## config.mk

```make
export PLATFORM = sky130hd
export DESIGN_NAME = uop_alloc
export DESIGN_NICKNAME = d
export VERILOG_FILES = /design/src/rtl/uop_alloc_pkg.sv /design/src/rtl/alloc_drive.sv /design/src/rtl/alloc_credit.sv /design/src/rtl/alloc_freelist.sv /design/src/rtl/uop_alloc.sv
export SDC_FILE = /design/constraint.sdc
export NUM_CORES = 2
export LEC_CHECK = 0
export ABC_AREA = 1
export CAP_MARGIN = 40
export CORE_ASPECT_RATIO = 1.2
export CORE_MARGIN = 3
export CORE_UTILIZATION = 55
export DETAILED_ROUTE_END_ITERATION = 12
export DONT_BUFFER_PORTS = 1
export PLACE_DENSITY = 0.7
export RECOVER_POWER = 50
export SLEW_MARGIN = 40
export SYNTH_ARGS = -nofsm -noshare
export SYNTH_HDL_FRONTEND = slang
export SYNTH_SLANG_ARGS = --single-unit
```

## constraint.sdc

```tcl
create_clock -name clk -period 9.8 [get_ports clk]
set_input_delay 1.96 -clock clk [delete_from_list [all_inputs] [get_ports clk]]
set_output_delay 1.96 -clock clk [all_outputs]
set_load 0.02 [all_outputs]
```

## src/rtl/uop_alloc_pkg.sv

```systemverilog
package uop_alloc_pkg;
    typedef enum logic {
        CLS_ADDR = 1'b0,
        CLS_GEN  = 1'b1
    } uop_cls_e;
endpackage

```

## src/rtl/alloc_drive.sv

```systemverilog
module alloc_drive #(
    parameter int LANES = 3,
    parameter int UW    = 18
) (
    input  logic                        clk,
    input  logic                        rst_n,
    input  logic [LANES-1:0]            in_valid,
    input  logic [LANES*UW-1:0]         in_bits,
    input  logic [$clog2(LANES+1)-1:0]  take_cnt,
    output logic                        in_ready,
    output logic [LANES-1:0]            pipe_valid,
    output logic [LANES*UW-1:0]         pipe_bits
);
    typedef struct packed {
        logic [LANES-1:0]    v;
        logic [LANES*UW-1:0] b;
    } drive_st_t;

    drive_st_t st_d, st_q;

    always_comb begin
        in_ready = (int'(take_cnt) == $countones(st_q.v));
        st_d     = st_q;
        if (in_ready) begin
            st_d.v = in_valid;
            st_d.b = in_bits;
        end else begin
            st_d.v = st_q.v >> int'(take_cnt);
            st_d.b = st_q.b >> (int'(take_cnt) * UW);
        end
    end

    always_ff @(posedge clk or negedge rst_n) begin
        if (!rst_n) st_q <= '0;
        else        st_q <= st_d;
    end

    assign pipe_valid = st_q.v;
    assign pipe_bits  = st_q.b;
endmodule

```

## src/rtl/alloc_credit.sv

```systemverilog
module alloc_credit #(
    parameter int DEPTH = 16,
    parameter int LANES = 3
) (
    input  logic                        clk,
    input  logic                        rst_n,
    input  logic [$clog2(LANES+1)-1:0]  take,
    input  logic [$clog2(LANES+1)-1:0]  give,
    output logic [$clog2(DEPTH+1)-1:0]  free_cnt
);
    localparam int FW = $clog2(DEPTH + 1);

    typedef struct packed {
        logic [FW-1:0] free;
    } credit_st_t;

    credit_st_t st_d, st_q;
    int occ_c;
    int give_c;

    always_comb begin
        occ_c     = DEPTH - int'(st_q.free);
        give_c    = (int'(give) > occ_c) ? occ_c : int'(give);
        st_d.free = FW'(int'(st_q.free) - int'(take) + give_c);
    end

    always_ff @(posedge clk or negedge rst_n) begin
        if (!rst_n) st_q.free <= FW'(DEPTH);
        else        st_q      <= st_d;
    end

    assign free_cnt = st_q.free;
endmodule

```

## src/rtl/alloc_freelist.sv

```systemverilog
module alloc_freelist #(
    parameter int N     = 128,
    parameter int LANES = 3
) (
    input  logic                             clk,
    input  logic                             rst_n,
    input  logic [$clog2(LANES+1)-1:0]       pop_cnt,
    input  logic                             rel_valid,
    input  logic [$clog2(N)-1:0]             rel_id,
    output logic [LANES*$clog2(N)-1:0]       heads,
    output logic [$clog2(N+1)-1:0]           free_cnt
);
    localparam int IW = $clog2(N);
    localparam int FW = $clog2(N + 1);

    typedef struct packed {
        logic [IW-1:0] head;
        logic [IW-1:0] tail;
        logic [FW-1:0] cnt;
    } fl_st_t;

    fl_st_t      st_d, st_q;
    logic        push_c;
    logic [IW-1:0] mem_q [N];

    always_comb begin
        push_c    = rel_valid && (int'(st_q.cnt) != N);
        st_d      = st_q;
        st_d.head = st_q.head + IW'(pop_cnt);
        st_d.tail = st_q.tail + IW'(push_c);
        st_d.cnt  = FW'(int'(st_q.cnt) - int'(pop_cnt) + int'(push_c));
    end

    always_ff @(posedge clk or negedge rst_n) begin
        if (!rst_n) begin
            st_q.head <= '0;
            st_q.tail <= '0;
            st_q.cnt  <= FW'(N);
        end else begin
            st_q <= st_d;
        end
    end

    always_ff @(posedge clk or negedge rst_n) begin
        if (!rst_n) begin
            for (int i = 0; i < N; i++) mem_q[i] <= IW'(i);
        end else if (push_c) begin
            mem_q[st_q.tail] <= rel_id;
        end
    end

    for (genvar k = 0; k < LANES; k++) begin : g_head
        assign heads[k*IW +: IW] = mem_q[st_q.head + IW'(k)];
    end

    assign free_cnt = st_q.cnt;
endmodule

```

## src/rtl/uop_alloc.sv

```systemverilog
module uop_alloc
    import uop_alloc_pkg::*;
#(
    parameter int LANES        = 3,
    parameter int PAYLOAD_W    = 16,
    parameter int ROB_DEPTH    = 64,
    parameter int PREG_COUNT   = 128,
    parameter int ADDR_Q_DEPTH = 16,
    parameter int GEN_Q_DEPTH  = 16
) (
    input  logic                                   clk,
    input  logic                                   rst_n,
    input  logic [LANES-1:0]                       in_valid,
    input  logic [LANES-1:0]                       in_has_dst,
    input  logic [LANES-1:0]                       in_cls,
    input  logic [LANES*PAYLOAD_W-1:0]             in_payload,
    output logic                                   in_ready,
    input  logic [$clog2(LANES+1)-1:0]             retire_cnt,
    input  logic                                   preg_rel_valid,
    input  logic [$clog2(PREG_COUNT)-1:0]          preg_rel_id,
    input  logic                                   addr_q_rel,
    input  logic                                   gen_q_rel,
    output logic [LANES-1:0]                       alloc_valid,
    output logic [LANES-1:0]                       alloc_has_dst,
    output logic [LANES-1:0]                       alloc_cls,
    output logic [LANES*PAYLOAD_W-1:0]             alloc_payload,
    output logic [LANES*$clog2(ROB_DEPTH)-1:0]     alloc_rob,
    output logic [LANES*$clog2(PREG_COUNT)-1:0]    alloc_preg,
    output logic [$clog2(ROB_DEPTH+1)-1:0]         rob_free,
    output logic [$clog2(PREG_COUNT+1)-1:0]        preg_free,
    output logic [$clog2(ADDR_Q_DEPTH+1)-1:0]      addr_q_free,
    output logic [$clog2(GEN_Q_DEPTH+1)-1:0]       gen_q_free
);
    localparam int UW = PAYLOAD_W + 2;
    localparam int CW = $clog2(LANES + 1);
    localparam int RW = $clog2(ROB_DEPTH);
    localparam int PW = $clog2(PREG_COUNT);

    typedef struct packed {
        logic [RW-1:0] rob_tail;
    } alloc_st_t;

    alloc_st_t st_d, st_q;

    logic [LANES*UW-1:0] in_bits;
    logic [LANES*UW-1:0] pipe_bits;
    logic [LANES-1:0]    pipe_valid;
    logic [LANES-1:0]    lane_dst;
    logic [LANES-1:0]    lane_cls;
    logic [LANES*PW-1:0] fl_heads;
    logic [CW-1:0]       take_c, dst_c, addr_c, gen_c;
    int                  nd, na, ng;
    logic                chain_ok;

    for (genvar k = 0; k < LANES; k++) begin : g_lane
        assign in_bits[k*UW +: UW] = {in_payload[k*PAYLOAD_W +: PAYLOAD_W], in_cls[k], in_has_dst[k]};
        assign lane_dst[k] = pipe_bits[k*UW];
        assign lane_cls[k] = pipe_bits[k*UW + 1];
        assign alloc_payload[k*PAYLOAD_W +: PAYLOAD_W] = pipe_bits[k*UW + 2 +: PAYLOAD_W];
    end

    assign alloc_has_dst = lane_dst;
    assign alloc_cls     = lane_cls;

    alloc_drive #(.LANES(LANES), .UW(UW)) u_drive (
        .clk        (clk),
        .rst_n      (rst_n),
        .in_valid   (in_valid),
        .in_bits    (in_bits),
        .take_cnt   (take_c),
        .in_ready   (in_ready),
        .pipe_valid (pipe_valid),
        .pipe_bits  (pipe_bits)
    );

    always_comb begin
        nd          = 0;
        na          = 0;
        ng          = 0;
        chain_ok    = 1'b1;
        alloc_valid = '0;
        alloc_rob   = '0;
        alloc_preg  = '0;
        for (int k = 0; k < LANES; k++) begin
            if (chain_ok && pipe_valid[k]
                && (k + 1 <= int'(rob_free))
                && (nd + int'(lane_dst[k]) <= int'(preg_free))
                && (na + int'(lane_cls[k] == CLS_ADDR) <= int'(addr_q_free))
                && (ng + int'(lane_cls[k] == CLS_GEN) <= int'(gen_q_free))) begin
                alloc_valid[k]          = 1'b1;
                alloc_rob[k*RW +: RW]   = st_q.rob_tail + RW'(k);
                if (lane_dst[k]) alloc_preg[k*PW +: PW] = fl_heads[nd*PW +: PW];
                nd = nd + int'(lane_dst[k]);
                na = na + int'(lane_cls[k] == CLS_ADDR);
                ng = ng + int'(lane_cls[k] == CLS_GEN);
            end else begin
                chain_ok = 1'b0;
            end
        end
        take_c        = CW'($countones(alloc_valid));
        dst_c         = CW'(nd);
        addr_c        = CW'(na);
        gen_c         = CW'(ng);
        st_d.rob_tail = st_q.rob_tail + RW'(take_c);
    end

    always_ff @(posedge clk or negedge rst_n) begin
        if (!rst_n) st_q <= '0;
        else        st_q <= st_d;
    end

    alloc_credit #(.DEPTH(ROB_DEPTH), .LANES(LANES)) u_rob_cr (
        .clk(clk), .rst_n(rst_n), .take(take_c), .give(retire_cnt), .free_cnt(rob_free)
    );

    alloc_credit #(.DEPTH(ADDR_Q_DEPTH), .LANES(LANES)) u_addr_cr (
        .clk(clk), .rst_n(rst_n), .take(addr_c), .give(CW'(addr_q_rel)), .free_cnt(addr_q_free)
    );

    alloc_credit #(.DEPTH(GEN_Q_DEPTH), .LANES(LANES)) u_gen_cr (
        .clk(clk), .rst_n(rst_n), .take(gen_c), .give(CW'(gen_q_rel)), .free_cnt(gen_q_free)
    );

    alloc_freelist #(.N(PREG_COUNT), .LANES(LANES)) u_fl (
        .clk       (clk),
        .rst_n     (rst_n),
        .pop_cnt   (dst_c),
        .rel_valid (preg_rel_valid),
        .rel_id    (preg_rel_id),
        .heads     (fl_heads),
        .free_cnt  (preg_free)
    );
endmodule

```

# Word level (Yosys, flattened, before mapping)
# Index checks and enable logic that the tools add are counted.
# W data, S select, Z words.
# totals
wordCells	255
regBits	998
in_bits	71
# op_classes
order_cmp	20
n_eq_ne	2
n_bitwise	7
n_shift	4
n_mul	3
mux	38
add_sub_neg	28
n_reduce_logical	16
# op_table
op	count
$bwmux W896	1
$bmux W7 S7	3
$add A32 B2 Y32	4
$le A32 B6 Y1	4
$mux W7	14
$le A32 B9 Y1	2
$mux W32	2
$mux W57	1
$shr A54 B32 Y54	1
$demux W7 S7	1
$add A32 B1 Y32	1
$eq A3 B32 Y1	1
$ge A8 B8 Y1 const B	4
$mul A32 B4 Y32 const B	1
$not A7 Y8	4
$shiftx A21 B32 Y7	1
$shiftx A21 B5 Y7	1
$mux W6	3
$logic_and A1 B1 Y1	16
$le A2 B7 Y1 const A	2
$gt A2 B6 Y1	2
$sub A5 B5 Y6 const A	2
$add A5 B5 Y5	2
$le A1 B5 Y1	2
other kinds (28)	43

# Logic depth before layout (Yosys ltp)
# logic_depth
ltp_word	22
depth_mapped	44

# Cells and area by module
# Synthesis repeated with hierarchy kept, for this count alone.
# hier_totals
hier_cells	9944
area_unflattened_um2	66543.8
# modules_own_cells
mod	n_inst	cells_per_inst	area_each_um2
alloc_freelist	1	8771	58771.4
alloc_drive	1	478	3369.5
uop_alloc	1	444	2534.9
alloc_credit at u_addr_cr ...	2	71	535.5
alloc_credit at u_rob_cr	1	109	797.0

# Worst setup path before layout
# OpenSTA, ideal clock, no wires.
# synth_timing
path_type	reg2out
from	reg u_drive.st_q (netlist bit u_drive.pipe_bits[1])
to	out in_ready
stages_incl_launch_ff	39
arrival_ns	6.000
slack_ns	1.840
n_path_buf	4
required_ns	7.840
path_cell_list	dfrtp_1 inv_1 ha_1 nor2_1 nand3_1 nand2_1 nor2_2 nand2_4 nor2_1 ha_1 inv_1 ha_1 inv_1 a21oi_1 nor2_1 nor2_1 nand3_1 nor2_4 (+3 left out) ha_1 ha_1 ha_1 nand2_1 o21ai_0 nand2_1 a31oi_1 a2111oi_0 nand2_1 inv_1 fa_1 buf_2 inv_1 clkbuf_1 a21oi_1 nand2_1 clkinv_1 clkbuf_1
# synth_via
elab_cells_between_ends	40
cone_classes	8 x add/sub; 8 x order compare; 1 x eq/ne; 10 x mux; 1 x bitwise; 12 x reduce/logical
# synth_rtl
element	line_no	text
from (decl)	alloc_drive.sv:19	drive_st_t st_d, st_q;
from (signal assigned)	alloc_drive.sv:35	else st_q <= st_d;
parallel branches: the longest is 9 deep, another holds $add A32 B2 Y32	-	
$logic_and A1 B1 Y1 (*)	uop_alloc.sv:89	&& (ng + int'(lane_cls[k] == CLS_GEN) <= int'(gen_q_free))) begin
$mux W1 (*)	uop_alloc.sv:85	if (chain_ok && pipe_valid[k]
net alloc_valid[1]	uop_alloc.sv:23	output logic [LANES-1:0] alloc_valid,
$add A1 B1 Y2 (implied by the code) (*)	uop_alloc.sv:100	take_c = CW'($countones(alloc_valid));
$add A2 B1 Y2 (implied by the code) (*)	uop_alloc.sv:100	
$eq A3 B32 Y1 (*)	alloc_drive.sv:22	in_ready = (int'(take_cnt) == $countones(st_q.v));
to (decl)	uop_alloc.sv:17	output logic in_ready,
# Mark *: on every way through the listed nets, which the timed path passes.

# Final worst setup path
# layout_timing
from	reg u_fl.st_q (netlist bit u_fl.free_cnt[7])
to	out in_ready
# layout_via
elab_cells_between_ends	39
cone_classes	8 x add/sub; 7 x order compare; 1 x eq/ne; 10 x mux; 13 x reduce/logical
# layout_rtl
element	line_no	text
from (decl)	alloc_freelist.sv:22	fl_st_t st_d, st_q;
from (signal assigned)	alloc_freelist.sv:40	st_q <= st_d;
parallel branches: the longest is 9 deep, another holds $add A32 B2 Y32	-	
$logic_and A1 B1 Y1 (*)	uop_alloc.sv:89	
$mux W1 (*)	uop_alloc.sv:85	
net alloc_valid[1]	uop_alloc.sv:23	
$add A1 B1 Y2 (implied by the code) (*)	uop_alloc.sv:100	
$add A2 B1 Y2 (implied by the code) (*)	uop_alloc.sv:100	
$eq A3 B32 Y1 (*)	alloc_drive.sv:22	
# Marks and branches as above.

==> impl_metrics.toml <==
[worst_setup_path]
max_stage_delay_ns = 0.61
cp.depth = 35
critPathTopFamily = "simple AND/OR/NAND/NOR gates"
slowest_stage = "dfstp_2"
critPathBufInv = 7
worstSetupEndpointType = "primary output"
r2r_cells = 40
start_kind = "register"
crit_top_cell = "ha_1"
critPathArrivalTime_ns = 7.25
path_max_fanout = 22
critical_path_class = "reg -> out"
cp_data_required_time_ns = 7.84

[yosys]
synth_seq_cells = 998
synth_warnings = 0
synth.yosys.seq_area_share_pct = 39.62
ys.flop_type = "dfrtp_1"
synth-edff-count = 0
synth.net_count = 9699
ys_types = 54
avgSynthCellArea_um2 = 6.764
synthCells = 9530
async_reset_ff_share_pct = 100.0
netlist_area_um2 = 64460

[floorplanning]
start_util_pct = 55.87
fp-row-count = 136
core_um2 = 115400
die_width_um = 318.5
ios = 193
die_area_um2 = 121400
dieHeight_um = 381.0

[timing]
relSlewSlack_pct = -287.0
min_period_ns = 9.205
maxSlewViolCount = 456
setup_viol = 0
max_freq_ghz = 0.1086
final.setup.tns_ns = 0
tightest_slew_ns = 5.804
min_period_over_period_pct = 93.93
fin_skew_ns = 0.03693
rsz0062_at_grt = "false"
timing.final.hold_violations = 0

[placed_design]
port_buffers = 0
gp_congestion = 0.9975
dp_hpwl_um = 156800
place_inst = 10370

[global_route]
grtUsageTotal_pct = 40.47
grt-ovfl-total = 0
grt_max_degree = 216
antenna_found_initial = 13
grt_pass1_wl_um = 380300
grt_pass1_vias = 61870

[cells_and_area]
area_growth_pct = 5.619
multi_input_area_um2 = 34360
finalNetCount = 9140
final_common_cell = "nand2_1"
stdcell_count = 10600
mostFrequentLayoutCells = "3010 x nand2_1, 2237 x nand3_1, 862 x o21ai_0"
fillers = 11140
regArea_um2 = 25550
drive_gt1_share_pct = 8.632

[run]
maxCapViolCount = 5

[clocking]
root_buffer = "clkbuf_16"
cts_tree = "yes"
clk_pin_slew_ns = 0.06
htree_levels = 3
cts_max_path_buffers = 3
insertion_delay_ns = 0.77
cts.sinks = 998
cts_made_buffers = 112

[worst_hold_path]
hold_path_class = "reg -> reg"
worstHoldPathCells = 2

[pwr]
irDropWorstVdd_uv = 1109
p_leak_uw = 0.02943
pwr_density_cell_nw_per_um2 = 455.9

[detailed_routing]
drtIter0Drc = 9886
ant_nets = 0
drc = 0
first_pass_iters = 9
num_vias = 67660
finalWirelength_um = 254100
viasPerCell = 6.383
routedWlPerCell_um = 23.97

[status]
status = "finished with violations"
violations = "capacitance limit, slew limit"
metrics by stage:
| step | instance area (µm²) | hold WS (ns) | setup slack, ns | util (%) | total power, µW |
|---|---|---|---|---|---|
| finish | 68090 | 0.4983 | 0.5945 | 59.01 | 31040 |
| global route | 68070 | 0.5101 | 0.05164 | 59.00 | 32790 |
| CTS | 68110 | 0.4990 | 0.1802 | 59.04 | 30180 |
| detailed placement | 64260 | 0.4896 | 1.005 | 55.70 | 25650 |
| global placement | 63870 | 0.4834 | 0.9903 | 55.36 | 25260 |
| floorplan | 64460 | 0.4695 | 1.840 | - | 19620 |
flip-flops by register name, summed over array words and instances, names as in the netlist, 5 cells and up:
register            flops
u_fl.mem_q            896
u_fl.free_cnt           8
u_addr_cr.free_cnt      5
st_q                    6
u_gen_cr.free_cnt       5
u_fl.st_q              14
u_drive.pipe_bits      54
u_rob_cr.free_cnt       7
power breakdown:
part | switching, µW | internal [µW]
Sequential | 1450 | 5970
Clock | 1870 | 2600
Combinational | 13700 | 5420
worst reg2reg max path, delay by kind of cell, from the launching register on:
| kind | cells | cell delay (ns) |
|---|---|---|
| buffers and inverters | 10 | 2.14 |
| flip-flops | 1 | 0.61 |
| adder cells (fa/ha/maj) | 7 | 1.92 |
| AO/OA/AOI/OAI | 6 | 1.09 |
| AND/OR/NAND/NOR | 17 | 2.65 |
cells in the mapped netlist (3+ instances only):
cell type / count / area [µm²]
a221oi_1: 4 / 35.03
o211ai_1: 99 / 743.2
nor2_2: 3 / 18.77
fa_1: 11 / 220.2
buf_2: 301 / 1506
buf_1: 62 / 232.7
xnor2_1: 12 / 105.1
o21ai_0: 865 / 4329
nor4_1: 3 / 18.77
inv_2: 13 / 48.80
dfrtp_1: 546 / 13660
a31oi_1: 6 / 37.54
a22o_1: 6 / 52.55
nand2_2: 3 / 18.77
o21a_1: 3 / 22.52
ha_1: 87 / 1089
xor2_1: 34 / 297.8
dfstp_2: 452 / 11880
inv_1: 322 / 1209
a211oi_1: 5 / 37.54
nor2_1: 523 / 1963
a32o_1: 13 / 130.1
clkbuf_1: 370 / 1389
or2_2: 5 / 31.28
clkinv_1: 6 / 22.52
o21bai_1: 7 / 52.55
a21oi_1: 454 / 2272
nand2_1: 3011 / 11300
nand3_1: 2238 / 11200
buf_4: 34 / 255.2
logic make-up after synthesis:
logic type,share of synthesized area [%]
buffers and inverters,7.279
flip-flops,39.62
multiplexers,0.01553
XOR/XNOR,0.6755
adder cells (fa/ha/maj),2.030
AND/OR/NAND/NOR,38.26
AO/OA/AOI/OAI,12.12
timing repair:
| item | in CTS | in global routing |
|---|---|---|
| resized for setup | 0 | 11 |
| buffers inserted | 0 | 2 |
| hold buffers | 0 | 0 |
| setup endpoints to repair | 0 | 1 |
| endpoints found under the hold margin | 0 | 0 |
final cells by class:
| class | count | area share [%] |
|---|---|---|
| Timing Repair Buffer | 96 | 1.514 |
| Inverter | 342 | 2.001 |
| Tap cell | 1518 | 2.790 |
| Clock inverter | 38 | 0.6983 |
| Clock buffer | 176 | 4.960 |
| Antenna cell | 11 | 0.04043 |
| Sequential cell | 998 | 37.53 |
| Multi-Input combinational cell | 7421 | 50.47 |
layer usage:
metal	vias up	global-route usage, %	routed length, µm
li1	30680	-	-
met1	31740	51.15	93020
met2	4206	60.55	110700
met3	1033	10.80	30650
met4	6	27.74	19670
met5	-	0	39
worst paths after layout:
path | start | endpoint | slack [ns]
worst max-delay path | u_fl.free_cnt[7] | in_ready | 0.59
worst min-delay path | u_fl.mem_q[500] | u_fl.mem_q[500] | 0.50
worst max register to register | u_fl.free_cnt[7] | u_drive.pipe_bits[3] | 1.33
worst min register to register | u_fl.mem_q[500] | u_fl.mem_q[500] | 0.50
max in group asynchronous | rst_n | u_drive.pipe_bits[44] | 1.12
min in group asynchronous | rst_n | u_fl.mem_q[491] | 3.34
(Power assumes the default switching activity.)
